[config.mk]
export PLATFORM = sky130hd
export DESIGN_NAME = xt_link_bist
export DESIGN_NICKNAME = d
export VERILOG_FILES = /design/src/rtl/xt_pkg.sv /design/src/rtl/xt_seq.sv /design/src/rtl/xt_rot.sv /design/src/rtl/xt_cmp.sv /design/src/rtl/xt_link_bist.sv
export SDC_FILE = /design/constraint.sdc
export NUM_CORES = 1
export LEC_CHECK = 0
export ABC_AREA = 1
export BUFFER_PORTS_ARGS = -buffer_cell sky130_fd_sc_hd__buf_2
export CELL_PAD_IN_SITES_DETAIL_PLACEMENT = 0
export CELL_PAD_IN_SITES_GLOBAL_PLACEMENT = 1
export CORE_MARGIN = 2
export CORE_UTILIZATION = 40
export CTS_BUF_LIST = sky130_fd_sc_hd__clkbuf_2
export CTS_CLUSTER_DIAMETER = 80
export DETAILED_ROUTE_END_ITERATION = 10
export MAX_ROUTING_LAYER = met4
export PLACE_DENSITY_LB_ADDON = 0.1
export SYNTH_ARGS = -nofsm -noshare
export SYNTH_HDL_FRONTEND = slang
export SYNTH_SLANG_ARGS = --single-unit
[constraint.sdc]
create_clock -name clk -period 5.15 [get_ports clk]
set_input_delay 0.515 -clock clk [delete_from_list [all_inputs] [get_ports clk]]
set_output_delay 0.515 -clock clk [all_outputs]
set_load 0.01 [all_outputs]
[src/rtl/xt_pkg.sv]
package xt_pkg;

  localparam int unsigned SEQ_LEN = 8;

  typedef logic [3:0] step_t;

  typedef struct packed {
    logic vic;
    logic agg;
  } lvl_t;

  // Victim and aggressor levels for each step of one victim burst.
  function automatic lvl_t step_levels(step_t s);
    lvl_t l;
    case (s)
      4'd2, 4'd7: l = '{vic: 1'b1, agg: 1'b1};
      4'd4, 4'd6: l = '{vic: 1'b0, agg: 1'b1};
      4'd5, 4'd8: l = '{vic: 1'b1, agg: 1'b0};
      default:    l = '{vic: 1'b0, agg: 1'b0};
    endcase
    return l;
  endfunction

endpackage

[src/rtl/xt_seq.sv]
module xt_seq
  import xt_pkg::*;
#(
  parameter int LANES = 8,
  parameter int VW    = $clog2(LANES)
) (
  input  logic          clk,
  input  logic          rst,
  input  logic          go,
  output step_t         step,
  output logic [VW-1:0] vic,
  output logic          last
);

  localparam step_t   STEP_END = step_t'(SEQ_LEN);
  localparam [VW-1:0] VIC_END  = VW'(LANES - 1);

  always_ff @(posedge clk) begin
    if (rst) begin
      step <= '0;
      vic  <= '0;
    end else if (step == '0) begin
      if (go) begin
        step <= step_t'(1);
        vic  <= '0;
      end
    end else if (step == STEP_END) begin
      if (vic == VIC_END) begin
        step <= '0;
        vic  <= '0;
      end else begin
        step <= step_t'(1);
        vic  <= vic + 1'b1;
      end
    end else begin
      step <= step + 1'b1;
    end
  end

  assign last = (step == STEP_END) && (vic == VIC_END);

  p_step_range_r4: assert property (@(posedge clk) disable iff (rst)
    step <= STEP_END);

  p_vic_hold_r4: assert property (@(posedge clk) disable iff (rst)
    (step != '0 && step != STEP_END) |=> ($stable(vic) && step == $past(step) + 1'b1));

  p_first_step_r2: assert property (@(posedge clk) disable iff (rst)
    (step == '0 && go) |=> (step == step_t'(1) && vic == '0));

  p_vic_range_r4: assert property (@(posedge clk) disable iff (rst)
    vic <= VIC_END);

endmodule

[src/rtl/xt_rot.sv]
module xt_rot
  import xt_pkg::*;
#(
  parameter int LANES = 8,
  parameter int VW    = $clog2(LANES)
) (
  input  lvl_t             lv,
  input  logic [VW-1:0]    amt,
  output logic [LANES-1:0] word
);

  // Stage s rotates left by 2**s modulo LANES when amt[s] is set.
  logic [LANES-1:0] stg [VW+1];

  assign stg[0] = {{(LANES-1){lv.agg}}, lv.vic};

  for (genvar s = 0; s < VW; s++) begin : g_stage
    localparam int R = (1 << s) % LANES;
    for (genvar i = 0; i < LANES; i++) begin : g_bit
      localparam int SRC = (i + LANES - R) % LANES;
      assign stg[s+1][i] = amt[s] ? stg[s][SRC] : stg[s][i];
    end
  end

  assign word = stg[VW];

endmodule

[src/rtl/xt_cmp.sv]
module xt_cmp
  import xt_pkg::*;
#(
  parameter int LANES = 8,
  parameter int VW    = $clog2(LANES)
) (
  input  logic             clk,
  input  logic             rst,
  input  logic             clr,
  input  logic             en,
  input  logic [LANES-1:0] rx,
  input  logic [LANES-1:0] expw,
  input  logic [VW-1:0]    vic,
  input  step_t            step,
  input  logic             last,
  output logic             err,
  output logic [VW-1:0]    fail_vic,
  output step_t            fail_step,
  output logic             done
);

  logic [LANES-1:0] diff;
  logic             mis;

  assign diff = rx ^ expw;
  assign mis  = en && (|diff);

  always_ff @(posedge clk) begin
    if (rst) begin
      err       <= 1'b0;
      fail_vic  <= '0;
      fail_step <= '0;
      done      <= 1'b0;
    end else if (clr) begin
      err       <= 1'b0;
      fail_vic  <= '0;
      fail_step <= '0;
      done      <= 1'b0;
    end else begin
      done <= last;
      if (mis) begin
        err <= 1'b1;
        if (!err) begin
          fail_vic  <= vic;
          fail_step <= step;
        end
      end
    end
  end

  p_done_pulse_r7: assert property (@(posedge clk) disable iff (rst)
    done |=> !done);

  p_err_sticky_r6: assert property (@(posedge clk) disable iff (rst)
    (err && !clr) |=> err);

  p_fail_hold_r6: assert property (@(posedge clk) disable iff (rst)
    (err && !clr) |=> ($stable(fail_vic) && $stable(fail_step)));

  p_idle_quiet_r10: assert property (@(posedge clk) disable iff (rst)
    (!en && !err && !clr) |=> !err);

  p_mismatch_flag_r5: assert property (@(posedge clk) disable iff (rst)
    (en && rx != expw && !clr) |=> err);

endmodule

[src/rtl/xt_link_bist.sv]
module xt_link_bist
  import xt_pkg::*;
#(
  parameter int LANES    = 8,
  parameter int LINK_LAT = 1,
  parameter int VW       = $clog2(LANES)
) (
  input  logic             clk,
  input  logic             rst,
  input  logic             start,
  output logic [LANES-1:0] link_tx,
  input  logic [LANES-1:0] link_rx,
  output logic             busy,
  output logic             done,
  output logic             err,
  output logic [VW-1:0]    fail_vic,
  output logic [3:0]       fail_step
);

  // Receiver lags by the transmit register plus the link stages.
  localparam int DLY = LINK_LAT + 1;

  logic acc;

  // ---------------- generator end ----------------
  step_t            g_step;
  logic [VW-1:0]    g_vic;
  logic             g_last;
  lvl_t             g_lv;
  logic [LANES-1:0] g_word;

  xt_seq #(.LANES(LANES), .VW(VW)) u_gen_seq (
    .clk (clk), .rst (rst), .go (acc),
    .step(g_step), .vic (g_vic), .last(g_last)
  );

  assign g_lv = step_levels(g_step);

  xt_rot #(.LANES(LANES), .VW(VW)) u_gen_rot (
    .lv(g_lv), .amt(g_vic), .word(g_word)
  );

  always_ff @(posedge clk) begin
    if (rst) link_tx <= '0;
    else     link_tx <= (g_step != '0) ? g_word : '0;
  end

  // ---------------- start delay line ----------------
  logic [DLY-1:0] dly;

  if (DLY == 1) begin : g_dly1
    always_ff @(posedge clk) begin
      if (rst) dly <= '0;
      else     dly <= acc;
    end
  end else begin : g_dlyn
    always_ff @(posedge clk) begin
      if (rst) dly <= '0;
      else     dly <= {dly[DLY-2:0], acc};
    end
  end

  // ---------------- checker end ----------------
  step_t            c_step;
  logic [VW-1:0]    c_vic;
  logic             c_last;
  lvl_t             c_lv;
  logic [LANES-1:0] c_word;

  xt_seq #(.LANES(LANES), .VW(VW)) u_chk_seq (
    .clk (clk), .rst (rst), .go (dly[DLY-1]),
    .step(c_step), .vic (c_vic), .last(c_last)
  );

  assign c_lv = step_levels(c_step);

  xt_rot #(.LANES(LANES), .VW(VW)) u_chk_rot (
    .lv(c_lv), .amt(c_vic), .word(c_word)
  );

  xt_cmp #(.LANES(LANES), .VW(VW)) u_cmp (
    .clk      (clk),
    .rst      (rst),
    .clr      (acc),
    .en       (c_step != '0),
    .rx       (link_rx),
    .expw     (c_word),
    .vic      (c_vic),
    .step     (c_step),
    .last     (c_last),
    .err      (err),
    .fail_vic (fail_vic),
    .fail_step(fail_step),
    .done     (done)
  );

  // ---------------- control ----------------
  assign busy = (g_step != '0) || (|dly) || (c_step != '0);
  assign acc  = start && !busy;

  p_victim_level_r3: assert property (@(posedge clk) disable iff (rst)
    (g_step != '0) |-> (g_word[g_vic] == g_lv.vic));

  p_one_victim_r3: assert property (@(posedge clk) disable iff (rst)
    (g_step != '0 && g_lv.vic != g_lv.agg) |->
      ($countones(g_word) == (g_lv.vic ? 1 : LANES - 1)));

  p_busy_done_r9: assert property (@(posedge clk) disable iff (rst)
    done |-> !busy);

  p_start_ignored_r8: assert property (@(posedge clk) disable iff (rst)
    (busy && start && g_step == '0) |=> (g_step == '0));

  p_lockstep_r5: assert property (@(posedge clk) disable iff (rst)
    (g_step == step_t'(1) && g_vic == '0 && $past(g_step) == '0) |-> busy);

endmodule

* Word-level counts from Yosys, hierarchy flattened
Index checks and enable logic that the tools add are counted.
** Operators by class
- Multiplexer cells :: 46
- Reduce and logical (&&, ||, !) cells :: 25
- Eq/ne operators :: 16
- Add/subtract/negate cells :: 4
- Bitwise gates (word level) :: 3
** Operator list (number)
- == test 4 x 3 -> 1 bit, second input constant :: 8
- 2-to-1 mux 1 bit :: 30
- 2-to-1 mux 3 bit :: 8
- 2-to-1 mux 4 bit :: 6
- OR reduction 2 bit :: 9
- case mux 2 bit (3 select lines) :: 2
- adder 4 x 1 -> 4 bit, second input constant :: 2
- == test 4 x 2 -> 1 bit, second input constant :: 2
- == test 4 bit, second input constant :: 2
- zero test 4 bit :: 2
- nonzero test 4 bit :: 2
- OR reduction 8 bit :: 1
- XOR 8 bit :: 1
- adder 3 x 1 -> 3 bit, second input constant :: 2
- == test 3 bit, second input constant :: 2
- AND reduction 2 bit :: 3
- inequality test 2 bit, second input constant :: 2
- nonzero test 2 bit :: 2
- logical AND 1 bit :: 3
- logical OR 1 bit :: 2
- NOT 1 bit :: 2
- zero test 1 bit :: 1
** Word-level totals
- Register bits :: 33
- Logic and storage cells :: 104
- Output and inout bits :: 18

* Depth between registers and ports, before layout
- Word-level depth :: 10
- Gate-level depth with buffers :: 21
- Gate-level depth less buffers :: 21

* Modules after synthesis
From an unflattened synthesis, not the netlist that was laid out.
** Unflattened totals
- Cells, all modules :: 330
- Area, all modules :: 2058.2 sq um
** Modules (own cells, without submodules)
- xt_seq :: area an instance 367.9 sq um, cells an instance 49, instances 2
- xt_cmp :: area an instance 594.3 sq um, cells an instance 94, instances 1
- xt_link_bist :: area an instance 435.4 sq um, cells an instance 64, instances 1
- xt_rot :: area an instance 146.4 sq um, cells an instance 37, instances 2

* Least setup slack after synthesis
No wires, ideal clock.
- Path type :: register to register
- Start :: register u_chk_seq.step[0]
- End :: register u_cmp.fail_step[1]
- Setup slack :: 3167 ps
- Buffers on the path :: 0
- Required time :: 5040 ps
- Stages on the path, launching flop included :: 19
- Data arrival time :: 1874 ps
- Library setup time :: 110 ps
- Cells stage by stage :: dfxtp_1 inv_1 ha_1 o21ai_0 nand2_2 nand2_1 nand3_1 nand2_1 nand2_1 nand2_1 nand2_1 nand2_1 nand2_1 nor2_2 nand2_4 nand3_4 nand2_1 inv_1 nor2_1
** Between the ends
- Word-level cells in the longest chain between the ends :: 10
** RTL lines
- start: declaration :: RTL line xt_seq.sv:10 : output step_t step,
- start signal: assignment :: RTL line xt_seq.sv:24 : step <= step_t'(1);
- start signal: assignment :: RTL line xt_seq.sv:32 : step <= step_t'(1);
- start signal: assignment :: RTL line xt_seq.sv:36 : step <= step + 1'b1;
- == test 4 x 3 -> 1 bit, or another cell as far along :: RTL line xt_pkg.sv:15 : case (s)
- OR reduction 2 bit :: RTL line xt_pkg.sv:15
- case mux 2 bit (3 select lines) :: RTL line xt_pkg.sv:15
- 2-to-1 mux 1 bit (3 in series) :: RTL line xt_rot.sv:21 : assign stg[s+1][i] = amt[s] ? stg[s][SRC] : stg[s][i];
- XOR 8 bit :: RTL line xt_cmp.sv:25 : assign diff = rx ^ expw;
- OR reduction 8 bit :: RTL line xt_cmp.sv:26 : assign mis = en && (|diff);
- logical AND 1 bit :: RTL line xt_cmp.sv:26
- AND reduction 2 bit (no line)
- end signal: assignment :: RTL line xt_cmp.sv:45 : fail_step <= step;
- end: declaration :: RTL line xt_cmp.sv:18 : output step_t fail_step,
Several ways; a longest one is shown, not always the timed one.
A chain may end at the register's enable or synchronous reset.

* Worst setup path after layout
- Start :: register u_chk_seq.step[0]
- End :: output port busy
** Between the ends
- Word-level cells in the longest chain between the ends :: 2
** RTL lines
- nonzero test 4 bit :: RTL line xt_link_bist.sv:98 : assign busy = (g_step != '0) || (|dly) || (c_step != '0);
- logical OR 1 bit :: RTL line xt_link_bist.sv:98
- end: declaration :: RTL line xt_link_bist.sv:13 : output logic busy,
Every way passes these cells.

==> results.cfg <==
[global_route]
grt_max_degree = 12
antenna_found_initial = 0
grt.total_usage = 0.159
grt_pass1_vias = 1611
overflow = 0
grt_pass1_wl_mm = 6.50

[pwr]
ir_drop_mv = 0.267
power_density_nw_per_um2 = 507
combPwrFrac = 0.503
clkPwrFrac = 0.159
seqPwrFrac = 0.338
internal_power_mw = 0.605
p_sw_frac = 0.450
p_switching_mw = 0.494
p_leak_nw = 1.13

[outcome]
status = finished clean

[placed_design]
place_hpwl_mm = 2.86
gp_congestion = 0.831
portBuffers = 28
dp.cells = 372

[logic_synthesis]
synth_top_family_by_area = simple AND/OR/NAND/NOR gates
synth_mux_area_frac = 0
postSynthAreaPerCell_um2 = 6.52
synth_compound_area_frac = 0.107
syn_area_um2 = 1900
synthSimpleGateAreaFrac = 0.345
ys_seq_area_frac = 0.348
postSynthCellCount = 291
postSynthRegisterBits = 33
synthTopCellsByArea = dfxtp_1, nand2_1, inv_1
ys_warn_count = 0
synth_top_cell_by_area = dfxtp_1
synthAdderAreaFrac = 0.0791
synth-xor-area-share = 0.0138
syn_nets = 314
synth_top_area_frac = 0.348
synth.distinct_cells = 26

[drt]
drcViolationCount = 0
drt-pass1-iter-count = 4
routed_wl_mm = 3.68
wl_per_cell_um = 9.67
antenna_left = 0
drtIter0Drc = 84
dr_total_vias = 1749
viasPerCell = 4.60

[worst_setup_path]
cp_top_family = simple AND/OR/NAND/NOR gates
start_kind = register
worstPathRequired_ps = 4640
critPathArrivalTime_ps = 2120
crit_type = register to primary output
crit_slowest_cell = dfxtp_1
critPathMaxFanout = 10
path_buf_inv = 5
cpPeakStageDelay_ps = 370
crit_chain = inv_1 > ha_1 > inv_1 > nor2_1 > inv_1 > nor2_1 > inv_2 > nor2_1 > nand3_1 > buf_2
end_kind = primary output

[final_layout]
seq_area_um2 = 661
final_common_cell = nand2_1
final_util = 0.465
multi_input_area_um2 = 1030
nFillCells = 504
finish.net_count = 348
antenna_cells = 0
layout_common_cells = nand2_1, inv_1, dfxtp_1
fin_cells = 380
drive_gt1_frac = 0.141
area_growth_pct = 14.2

[floorplan]
start_util = 0.407
ioPinCount = 29
core-area_um2 = 4660
fp.dieH_um = 72.9
fp.dieArea_um2 = 5310
rows = 25
fp.dieW_um = 72.9

[clock_network]
tritoncts = yes
cts_htree_levels = 2
numCtsBuffers = 5
clk_latency_ps = 390
postCtsSetupBuffers = 0
cts_sinks = 33
root_buffer = clkbuf_2
clk_pin_slew_worst_paths_ps = 200
clk_path_buf_depth = 2
holdBufCountCts = 0
cts-resized-gates = 0

[sta]
tightestPinTransition_ps = 408
fin_crit_ps = 2640
hold_viol_final = 0
clock.fmax_ghz = 0.379
fin_skew_ps = 25.3
setup_viol = 0
slew_viol_final = 0
rsz0062_at_grt = false
period_share = 0.512
whs_ps = 388
finalSetupTns_ps = 0
slew_headroom = 0.725

[job]
cap_violations = 0

[worst_hold_path]
hold_class = primary input to register
## cell usage after synthesis
library cell  instances
nand2_1              93
inv_1                45
dfxtp_1              33
nor2_1               24
nand3_1              17
a21oi_1              16
o21ai_0              13
ha_1                 12
nand4_1               8
clkinv_1              4
inv_2                 4
a211oi_1              3
nand2_2               3
a31oi_1               2
nor2_2                2
xor2_1                2
a221oi_1              1
a22oi_1               1
clkbuf_1              1
nand2_4               1
nand3_4               1
nand3b_1              1
nor3_1                1
nor3b_1               1
o211ai_1              1
xnor2_1               1
## cell type report
class,instances,area share
repair buffers,28,0.0646
clock buffers,5,0.0115
flip-flops and latches,33,0.305
clock inverters,3,0.0190
inverters,53,0.0917
multi-input cells,204,0.477
well taps,54,0.0312
## final timing paths
check / start / endpoint / slack, ps / depth (start not counted)
max reg2reg: u_chk_seq.step[0]$_SDFFE_PP0P_ / u_cmp.fail_vic[0]$_SDFFE_PP0P_ / 2900 / 18
min reg2reg: dly[0]$_SDFF_PP0_ / dly[1]$_SDFF_PP0_ / 480 / 2
max: u_chk_seq.step[0]$_SDFFE_PP0P_ / busy / 2510 / 10
min: rst / u_chk_seq.vic[2]$_SDFFE_PP0P_ / 390 / 2
## through the flow
| stage | area, um^2 | total power [mW] | worst slack, ps |
|---|---|---|---|
| after floorplan | 1900 | 0.797 | 3170 |
| after global placement | 2100 | 0.940 | 2890 |
| after detailed placement | 2100 | 0.933 | 2890 |
| after CTS | 2170 | 1.11 | 2490 |
| after global routing | 2170 | 1.23 | 2230 |
| final | 2170 | 1.10 | 2510 |
## power by group through the flow
stage | Sequential [mW] | Combinational (mW) | Clock (mW)
finish | 0.371 | 0.553 | 0.175
CTS | 0.371 | 0.559 | 0.181
global placement | 0.377 | 0.564 | 0
detailed placement | 0.377 | 0.555 | 0
global route | 0.382 | 0.658 | 0.188
floorplan | 0.396 | 0.401 | 0
## logic make-up after synthesis
group | count (synthesis)
simple gates | 152
buf+inv | 54
compound gates | 37
flops | 33
fa+ha+maj | 12
xor+xnor | 3
## state kept, by name (all words and copies together), names as in the netlist
signal	flops
link_tx	8
u_chk_seq.step	4
u_cmp.fail_step	4
u_gen_seq.step	4
u_chk_seq.vic	3
u_cmp.fail_vic	3
u_gen_seq.vic	3
dly	2
u_cmp.done	1
u_cmp.err	1
## routing by layer
| metal | part of all wire | global-route usage | up-vias |
|---|---|---|---|
| li1 | - | - | 981 |
| met2 | 0.46 | 0.278 | 21 |
| met4 | 0.013 | 0.0494 | 0 |
| met3 | 0.031 | 0.0331 | 6 |
| met1 | 0.49 | 0.180 | 741 |
| met5 | 0 | - | - |
Power figures use the tool's default switching activity.
